$ cat config.mk
export PLATFORM = sky130hd
export DESIGN_NAME = twi_reg_slave
export DESIGN_NICKNAME = d
export VERILOG_FILES = /design/src/rtl/twi_pkg.sv /design/src/rtl/twi_line_sync.sv /design/src/rtl/twi_regfile.sv /design/src/rtl/twi_link_fsm.sv /design/src/rtl/twi_reg_slave.sv
export SDC_FILE = /design/constraint.sdc
export NUM_CORES = 1
export LEC_CHECK = 0
export ABC_AREA = 0
export BUFFER_PORTS_ARGS = -buffer_cell sky130_fd_sc_hd__buf_2
export CAP_MARGIN = 10
export CORE_MARGIN = 3
export CORE_UTILIZATION = 30
export DETAILED_ROUTE_END_ITERATION = 8
export GPL_ROUTABILITY_DRIVEN = 0
export SETUP_SLACK_MARGIN = 0.15
export SLEW_MARGIN = 30
export SYNTH_ARGS = -nofsm -noshare
export SYNTH_HDL_FRONTEND = slang
export SYNTH_HIERARCHICAL = 1
export SYNTH_SLANG_ARGS = --single-unit
export TNS_END_PERCENT = 10
$ cat constraint.sdc
create_clock -name clk_i -period 2.25 [get_ports clk_i]
set_input_delay 0.5625 -clock clk_i [delete_from_list [all_inputs] [get_ports clk_i]]
set_output_delay 0.5625 -clock clk_i [all_outputs]
set_load 0.02 [all_outputs]
$ cat src/rtl/twi_pkg.sv
package twi_pkg;
  typedef enum logic [2:0] {
    ST_IDLE,
    ST_ADDR,
    ST_ACK,
    ST_WR,
    ST_RD,
    ST_RACK
  } twi_state_e;
endpackage

$ cat src/rtl/twi_line_sync.sv
module twi_line_sync #(
  parameter int STAGES = 2
) (
  input  logic clk_i,
  input  logic rst_ni,
  input  logic scl_i,
  input  logic sda_i,
  output logic sda_o,
  output logic scl_rise_o,
  output logic scl_fall_o,
  output logic start_o,
  output logic stop_o
);
  logic [STAGES-1:0] scl_ff, sda_ff;
  logic scl_q, sda_q;
  logic scl_s, sda_s;

  always_ff @(posedge clk_i or negedge rst_ni) begin
    if (!rst_ni) begin
      scl_ff <= '1;
      sda_ff <= '1;
      scl_q  <= 1'b1;
      sda_q  <= 1'b1;
    end else begin
      scl_ff <= {scl_ff[STAGES-2:0], scl_i};
      sda_ff <= {sda_ff[STAGES-2:0], sda_i};
      scl_q  <= scl_s;
      sda_q  <= sda_s;
    end
  end

  assign scl_s      = scl_ff[STAGES-1];
  assign sda_s      = sda_ff[STAGES-1];
  assign sda_o      = sda_s;
  assign scl_rise_o = scl_s & ~scl_q;
  assign scl_fall_o = ~scl_s & scl_q;
  // SDA moving while SCL stays high
  assign start_o    = scl_s & scl_q & sda_q & ~sda_s;
  assign stop_o     = scl_s & scl_q & ~sda_q & sda_s;
endmodule

$ cat src/rtl/twi_regfile.sv
module twi_regfile #(
  parameter int DW = 8,
  parameter int NUM_REGS = 10,
  parameter int IW = 4,
  parameter logic [NUM_REGS-1:0] NARROW_MASK = '0,
  parameter logic [NUM_REGS*DW-1:0] RESET_VAL = '0
) (
  input  logic                   clk_i,
  input  logic                   rst_ni,
  input  logic                   wr_en_i,
  input  logic [IW-1:0]          wr_idx_i,
  input  logic [DW-1:0]          wr_data_i,
  input  logic [IW-1:0]          rd_idx_i,
  output logic [DW-1:0]          rd_data_o,
  output logic [NUM_REGS*DW-1:0] regs_o
);
  localparam logic [DW-1:0] LOW_HALF = {DW{1'b1}} >> (DW/2);

  logic [NUM_REGS*DW-1:0] regs_flat;

  for (genvar g = 0; g < NUM_REGS; g++) begin : g_reg
    localparam logic [DW-1:0] KEEP = NARROW_MASK[g] ? LOW_HALF : {DW{1'b1}};
    logic [DW-1:0] q;
    always_ff @(posedge clk_i or negedge rst_ni) begin
      if (!rst_ni) q <= RESET_VAL[g*DW +: DW] & KEEP;
      else if (wr_en_i && wr_idx_i == IW'(g)) q <= wr_data_i & KEEP;
    end
    assign regs_flat[g*DW +: DW] = q;
  end

  always_comb begin
    rd_data_o = '0;
    for (int i = 0; i < NUM_REGS; i++) begin
      if (rd_idx_i == IW'(i)) rd_data_o = regs_flat[i*DW +: DW];
    end
  end

  assign regs_o = regs_flat;

  a_r4_write_in_range: assert property (@(posedge clk_i) disable iff (!rst_ni)
    wr_en_i |-> (int'(wr_idx_i) < NUM_REGS));
endmodule

$ cat src/rtl/twi_link_fsm.sv
module twi_link_fsm
  import twi_pkg::*;
#(
  parameter int DW = 8,
  parameter int NUM_REGS = 10,
  parameter int IW = 4,
  parameter logic [DW-2:0] DEV_ADDR0 = 'h08,
  parameter logic [DW-2:0] DEV_ADDR1 = 'h0F
) (
  input  logic          clk_i,
  input  logic          rst_ni,
  input  logic          sda_i,
  input  logic          scl_rise_i,
  input  logic          scl_fall_i,
  input  logic          start_i,
  input  logic          stop_i,
  input  logic          addr_sel_i,
  input  logic [DW-1:0] rd_data_i,
  output logic [IW-1:0] ptr_o,
  output logic          sda_pull_o,
  output logic          wr_stb_o,
  output logic          rd_stb_o,
  output logic [IW-1:0] idx_o,
  output logic [DW-1:0] wdata_o
);
  localparam int CW = $clog2(DW + 1);
  localparam logic [CW-1:0] FULL = CW'(DW);
  localparam logic [CW-1:0] LAST = CW'(DW - 1);

  twi_state_e    state_q;
  logic [CW-1:0] cnt_q;
  logic [DW-1:0] sh_q;
  logic [IW-1:0] ptr_q;
  logic          rw_q, ptr_pend_q, mack_q, pull_q;
  logic [DW-2:0] dev_addr;

  assign dev_addr = addr_sel_i ? DEV_ADDR1 : DEV_ADDR0;

  function automatic logic [IW-1:0] ptr_step(input logic [IW-1:0] p);
    return (int'(p) == NUM_REGS - 1) ? '0 : p + 1'b1;
  endfunction

  always_ff @(posedge clk_i or negedge rst_ni) begin
    if (!rst_ni) begin
      state_q    <= ST_IDLE;
      cnt_q      <= '0;
      sh_q       <= '0;
      ptr_q      <= '0;
      rw_q       <= 1'b0;
      ptr_pend_q <= 1'b0;
      mack_q     <= 1'b0;
      pull_q     <= 1'b0;
      wr_stb_o   <= 1'b0;
      rd_stb_o   <= 1'b0;
      idx_o      <= '0;
      wdata_o    <= '0;
    end else begin
      wr_stb_o <= 1'b0;
      rd_stb_o <= 1'b0;
      if (start_i) begin
        state_q <= ST_ADDR;
        cnt_q   <= '0;
        pull_q  <= 1'b0;
      end else if (stop_i) begin
        state_q <= ST_IDLE;
        pull_q  <= 1'b0;
      end else begin
        unique case (state_q)
          ST_ADDR: begin
            if (scl_rise_i && cnt_q < FULL) begin
              sh_q  <= {sh_q[DW-2:0], sda_i};
              cnt_q <= cnt_q + 1'b1;
            end else if (scl_fall_i && cnt_q == FULL) begin
              if (sh_q[DW-1:1] == dev_addr) begin
                pull_q     <= 1'b1;
                rw_q       <= sh_q[0];
                ptr_pend_q <= ~sh_q[0];
                state_q    <= ST_ACK;
              end else begin
                state_q <= ST_IDLE;
              end
            end
          end
          ST_ACK: begin
            if (scl_fall_i) begin
              cnt_q <= '0;
              if (rw_q) begin
                sh_q     <= rd_data_i;
                pull_q   <= ~rd_data_i[DW-1];
                rd_stb_o <= 1'b1;
                idx_o    <= ptr_q;
                state_q  <= ST_RD;
              end else begin
                pull_q  <= 1'b0;
                state_q <= ST_WR;
              end
            end
          end
          ST_WR: begin
            if (scl_rise_i && cnt_q < FULL) begin
              sh_q  <= {sh_q[DW-2:0], sda_i};
              cnt_q <= cnt_q + 1'b1;
            end else if (scl_fall_i && cnt_q == FULL) begin
              pull_q  <= 1'b1;
              state_q <= ST_ACK;
              if (ptr_pend_q) begin
                ptr_pend_q <= 1'b0;
                ptr_q <= (int'(sh_q[IW-1:0]) < NUM_REGS) ? sh_q[IW-1:0] : '0;
              end else begin
                wr_stb_o <= 1'b1;
                idx_o    <= ptr_q;
                wdata_o  <= sh_q;
                ptr_q    <= ptr_step(ptr_q);
              end
            end
          end
          ST_RD: begin
            if (scl_fall_i) begin
              if (cnt_q == LAST) begin
                pull_q  <= 1'b0;
                ptr_q   <= ptr_step(ptr_q);
                state_q <= ST_RACK;
              end else begin
                sh_q   <= {sh_q[DW-2:0], 1'b0};
                pull_q <= ~sh_q[DW-2];
                cnt_q  <= cnt_q + 1'b1;
              end
            end
          end
          ST_RACK: begin
            if (scl_rise_i) mack_q <= ~sda_i;
            else if (scl_fall_i) begin
              if (mack_q) begin
                cnt_q    <= '0;
                sh_q     <= rd_data_i;
                pull_q   <= ~rd_data_i[DW-1];
                rd_stb_o <= 1'b1;
                idx_o    <= ptr_q;
                state_q  <= ST_RD;
              end else begin
                state_q <= ST_IDLE;
              end
            end
          end
          default: ;
        endcase
      end
    end
  end

  assign ptr_o      = ptr_q;
  assign sda_pull_o = pull_q;

  a_r1_addr_released: assert property (@(posedge clk_i) disable iff (!rst_ni)
    (state_q == ST_ADDR) |-> !pull_q);
  a_r9_idle_released: assert property (@(posedge clk_i) disable iff (!rst_ni)
    (state_q == ST_IDLE) |-> !pull_q);
  a_r7_start_restarts: assert property (@(posedge clk_i) disable iff (!rst_ni)
    start_i |=> (state_q == ST_ADDR));
  a_r7_stop_idles: assert property (@(posedge clk_i) disable iff (!rst_ni)
    (stop_i && !start_i) |=> (state_q == ST_IDLE));
  a_r3_ptr_in_range: assert property (@(posedge clk_i) disable iff (!rst_ni)
    int'(ptr_q) < NUM_REGS);
  a_r11_wr_from_write: assert property (@(posedge clk_i) disable iff (!rst_ni)
    wr_stb_o |-> $past(state_q == ST_WR));
  a_r11_rd_stb_drives: assert property (@(posedge clk_i) disable iff (!rst_ni)
    rd_stb_o |-> (state_q == ST_RD));
endmodule

$ cat src/rtl/twi_reg_slave.sv
module twi_reg_slave #(
  parameter int DW = 8,
  parameter int NUM_REGS = 10,
  parameter int SYNC_STAGES = 2,
  parameter logic [DW-2:0] DEV_ADDR0 = 'h08,
  parameter logic [DW-2:0] DEV_ADDR1 = 'h0F,
  parameter logic [NUM_REGS-1:0] NARROW_MASK = 10'b01_0010_0100,
  parameter logic [NUM_REGS*DW-1:0] RESET_VAL =
    {8'h03, 8'h0F, 8'hFF, 8'hFF, 8'h00, 8'h00, 8'h00, 8'h0F, 8'hFF, 8'hFF},
  localparam int IW = $clog2(NUM_REGS)
) (
  input  logic                   clk_i,
  input  logic                   rst_ni,
  input  logic                   scl_i,
  input  logic                   sda_i,
  input  logic                   addr_sel_i,
  output logic                   sda_pull_o,
  output logic                   wr_stb_o,
  output logic                   rd_stb_o,
  output logic [IW-1:0]          reg_idx_o,
  output logic [DW-1:0]          wr_data_o,
  output logic [NUM_REGS*DW-1:0] regs_o
);
  logic          sda_s, scl_rise, scl_fall, start, stop;
  logic [IW-1:0] ptr;
  logic [DW-1:0] rd_data;

  twi_line_sync #(.STAGES(SYNC_STAGES)) u_sync (
    .clk_i      (clk_i),
    .rst_ni     (rst_ni),
    .scl_i      (scl_i),
    .sda_i      (sda_i),
    .sda_o      (sda_s),
    .scl_rise_o (scl_rise),
    .scl_fall_o (scl_fall),
    .start_o    (start),
    .stop_o     (stop)
  );

  twi_link_fsm #(
    .DW(DW), .NUM_REGS(NUM_REGS), .IW(IW),
    .DEV_ADDR0(DEV_ADDR0), .DEV_ADDR1(DEV_ADDR1)
  ) u_fsm (
    .clk_i      (clk_i),
    .rst_ni     (rst_ni),
    .sda_i      (sda_s),
    .scl_rise_i (scl_rise),
    .scl_fall_i (scl_fall),
    .start_i    (start),
    .stop_i     (stop),
    .addr_sel_i (addr_sel_i),
    .rd_data_i  (rd_data),
    .ptr_o      (ptr),
    .sda_pull_o (sda_pull_o),
    .wr_stb_o   (wr_stb_o),
    .rd_stb_o   (rd_stb_o),
    .idx_o      (reg_idx_o),
    .wdata_o    (wr_data_o)
  );

  twi_regfile #(
    .DW(DW), .NUM_REGS(NUM_REGS), .IW(IW),
    .NARROW_MASK(NARROW_MASK), .RESET_VAL(RESET_VAL)
  ) u_regs (
    .clk_i     (clk_i),
    .rst_ni    (rst_ni),
    .wr_en_i   (wr_stb_o),
    .wr_idx_i  (reg_idx_o),
    .wr_data_i (wr_data_o),
    .rd_idx_i  (ptr),
    .rd_data_o (rd_data),
    .regs_o    (regs_o)
  );
endmodule

==> impl_metrics.env <==
export IMPL_worstSetupEndpointType="register"
export IMPL_slew_violations=0
export IMPL_ys_types=69
export IMPL_r2r_start="u_fsm/state_q[0]$_DFFE_PN0P_"
export IMPL_clk_latency_ps=360
export IMPL_pin_count=100
export IMPL_hold_ws_ps=171
export IMPL_synth_seq_cells=111
export IMPL_cts_tree="yes"
export IMPL_max_stage_delay_ps=560
export IMPL_drt_total_wl_mm=16.5
export IMPL_die_width_um=146
export IMPL_rsz0062_at_grt="true"
export IMPL_rr_worst_depth=5
export IMPL_grtUsageMet3=0.0237
export IMPL_layout_nets=636
export IMPL_grt_pass1_vias=4584
export IMPL_top_usage_layer="met2"
export IMPL_status="finished clean"
export IMPL_critPathSlowestCell="dfrtp_1"
export IMPL_avgSynthCellArea_um2=11.4
export IMPL_place_area_um2=6760
export IMPL_multi_input_area_um2=2860
export IMPL_core_um2=19000
export IMPL_finClkSkew_ps=8.95
export IMPL_place_hpwl_mm=12.1
export IMPL_grt_pass1_wl_mm=25.7
export IMPL_grt_usage=0.152
export IMPL_fin_cells=893
export IMPL_first_pass_iters=5
export IMPL_fin_ws_ps=54.2
export IMPL_diodes=0
export IMPL_ys_flop_type="dfrtp_1"
export IMPL_r2r_setup_slack_ps=50
export IMPL_peakVddDrop_mv=0.294
export IMPL_synthCells=516
export IMPL_synth_seq_area_share=0.483
export IMPL_cp_required_ps=2490
export IMPL_die_h_um=146
export IMPL_clkSlewWorstSetupHoldPaths_ps=70
export IMPL_rr_endpoint="u_fsm/idx_o[1]$_DFFE_PN0P_"
export IMPL_antenna_found_initial=0
export IMPL_fill_cells=1841
export IMPL_num_rows=50
export IMPL_cts_root_buffer="clkbuf_16"
export IMPL_yosysWarnings=6
export IMPL_hold_viol=0
export IMPL_grt_met1_usage=0.203
export IMPL_post_route_period_util=0.976
export IMPL_crit_path_start_kind="register"
export IMPL_first_iter_violations=337
export IMPL_drive_above_1_share=0.463
export IMPL_seqCellArea_um2=2840
export IMPL_power_leakage_uw=0.00327
export IMPL_wl_per_cell_um=18.5
export IMPL_clockBufferDepth=2
export IMPL_syn_area_um2=5870
export IMPL_start_util=0.310
export IMPL_period_needed_ps=2200
export IMPL_cts_buffers_inserted=9
export IMPL_tightest_slew_ps=609
export IMPL_ant_nets=0
export IMPL_viasPerCell=5.22
export IMPL_drc_errors=0
export IMPL_grt_overflow=0
export IMPL_num_vias=4661
export IMPL_place_ws_ps=-63.7
export IMPL_cts_hold_buf=0
export IMPL_numClockSinks=111
export IMPL_worst_ep_arrival_time_ps=2440
export IMPL_cp_max_fo=14
export IMPL_relSlewSlack=0.592
export IMPL_area_growth_pct=21.8
export IMPL_hold_class="primary input to asynchronous set/reset pin"
export IMPL_fmaxAchievable_mhz=455
export IMPL_io_buffers=87
export IMPL_crit_chain="buf_4, nor4b_1, a2111oi_2, and2b_2, mux2_1"
export IMPL_critical_path_class="register to register"
export IMPL_met2_usage=0.240
export IMPL_placed_cells=873
export IMPL_max_cap_viol_count=0
export IMPL_synth_enable_flop_cells=0
export IMPL_p_per_area_nw_per_um2=741
export IMPL_grt_max_degree=48
export IMPL_design_area_um2=7150
export IMPL_htreeDepth=3
export IMPL_die_area_um2=21300
export IMPL_setup_violations=0
export IMPL_synth_async_reset_ratio=1.00
[layer usage]
layer	routed length [um]	part of all wire	vias to the layer above
met1	7210	0.44	2332
li1	-	-	2107
met3	997	0.060	32
met4	567	0.034	0
met2	7760	0.47	190
met5	0	0	-
[logic make-up after synthesis]
kind of cell             synth area share
AO/OA/AOI/OAI                       0.117
XOR/XNOR                          0.00149
adder cells (fa/ha/maj)           0.00639
buffers and inverters              0.0480
flip-flops                          0.483
multiplexers                        0.195
other                            0.000639
AND/OR/NAND/NOR                     0.148
[repair_timing]
action	CTS	global route
gates resized for setup	8	10
setup endpoints to repair	24	31
pin swaps	6	6
setup buffers	3	1
[sequential cells by signal, summed over array words and instances (netlist names), 2 cells and up]
register and cells:
u_sync/scl_ff 2, u_fsm/wdata_o 8, u_fsm/state_q 3, u_fsm/sh_q 8, u_sync/sda_ff 2, u_fsm/ptr_o 4, u_regs/g.q 68, u_fsm/cnt_q 4
u_fsm/idx_o 4
[worst max-delay path, delay by kind of cell, from the launching register on]
kind	cells	cell delay [ps]
AO/OA/AOI/OAI	1	130
buffers and inverters	1	250
flip-flops	1	560
multiplexers	1	320
AND/OR/NAND/NOR	2	820
[cell usage in the layout (no fill, tap or decap), types with 3 or more instances in the layout]
master	synthesis	final
buf_2	15	86
mux2_2	74	74
dfrtp_1	63	60
dfstp_2	48	48
buf_4	16	38
nand2_1	32	32
a21oi_1	29	27
nor2_1	20	20
o21ai_0	20	19
mux2i_1	19	19
nand2b_1	15	15
o21ai_1	11	12
conb_1	1	12
inv_1	11	11
clkbuf_16	0	9
mux2_1	9	9
a31oi_1	8	8
nor3_1	8	8
nand3b_1	7	7
nand3_1	7	7
o22ai_1	7	7
nor2b_1	7	5
a211oi_1	6	5
a311oi_1	5	5
buf_12	0	3
nor4bb_1	3	3
nand4b_1	3	3
ha_1	3	3
dfrtp_2	0	3
o32ai_1	4	3
[Yosys cell counts (3+ instances only)]
cell       n  area (um^2)
o32ai_1    4         35.0
inv_1     11         41.3
o22ai_1    7         43.8
nor2b_1    7         43.8
dfstp_2   48         1260
mux2i_1   19          190
a221oi_1   3         26.3
nor3_1     8         40.0
nand3_1    7         35.0
or2_1      3         18.8
nand4b_1   3         26.3
o21ai_1   11         55.1
ha_1       3         37.5
o21ai_0   20          100
buf_2     15         75.1
nand3b_1   7         52.6
dfrtp_1   63         1580
nor4bb_1   3         30.0
nand2_1   32          120
nand2b_1  15         93.8
buf_4     16          120
mux2_1     9          101
nor2_1    20         75.1
mux2_2    74          833
buf_1      5         18.8
a211oi_1   6         45.0
a21oi_1   29          145
a311oi_1   5         43.8
a31oi_1    8         50.1
[worst max path at each step]
stage / slack, ps / from / to
5_1_grt: -20 / u_sync/scl_q$_DFF_PN1_ / u_fsm/sh_q[0]$_DFFE_PN0P_
3_3_place_gp: 20 / u_sync/scl_q$_DFF_PN1_ / u_fsm/state_q[2]$_DFFE_PN0P_
3_5_place_dp: -60 / u_sync/scl_q$_DFF_PN1_ / u_fsm/state_q[2]$_DFFE_PN0P_
4_1_cts: 100 / u_sync/scl_q$_DFF_PN1_ / u_fsm/cnt_q[2]$_DFFE_PN0P_
2_1_floorplan: 130 / u_sync/scl_q$_DFF_PN1_ / u_fsm/cnt_q[2]$_DFFE_PN0P_
6_report: 50 / u_fsm/state_q[0]$_DFFE_PN0P_ / u_fsm/idx_o[1]$_DFFE_PN0P_
[metrics by stage]
stage,TNS [ps],utilization,power [uW]
floorplan,0,-,3260
global placement,0,0.357,3630
detailed placement,-63.7,0.357,3670
CTS,0,0.374,5260
global route,-22.0,0.377,5560
finish,0,0.377,5300
[layout make-up]
| type | count | share of cell area |
|---|---|---|
| clock buffers | 12 | 0.0359 |
| clock inverters | 4 | 0.00385 |
| inverters | 11 | 0.00578 |
| multi-input cells | 366 | 0.400 |
| flip-flops and latches | 111 | 0.398 |
| well taps | 260 | 0.0455 |
| repair buffers | 129 | 0.112 |
[where the power goes]
part           total [uW]  switching [uW]  internal [uW]
clock network        1540             720            817
registers            2400             260           2140
logic                1360             758            599
total                5300            1740           3560
(Power assumes the default switching activity.)
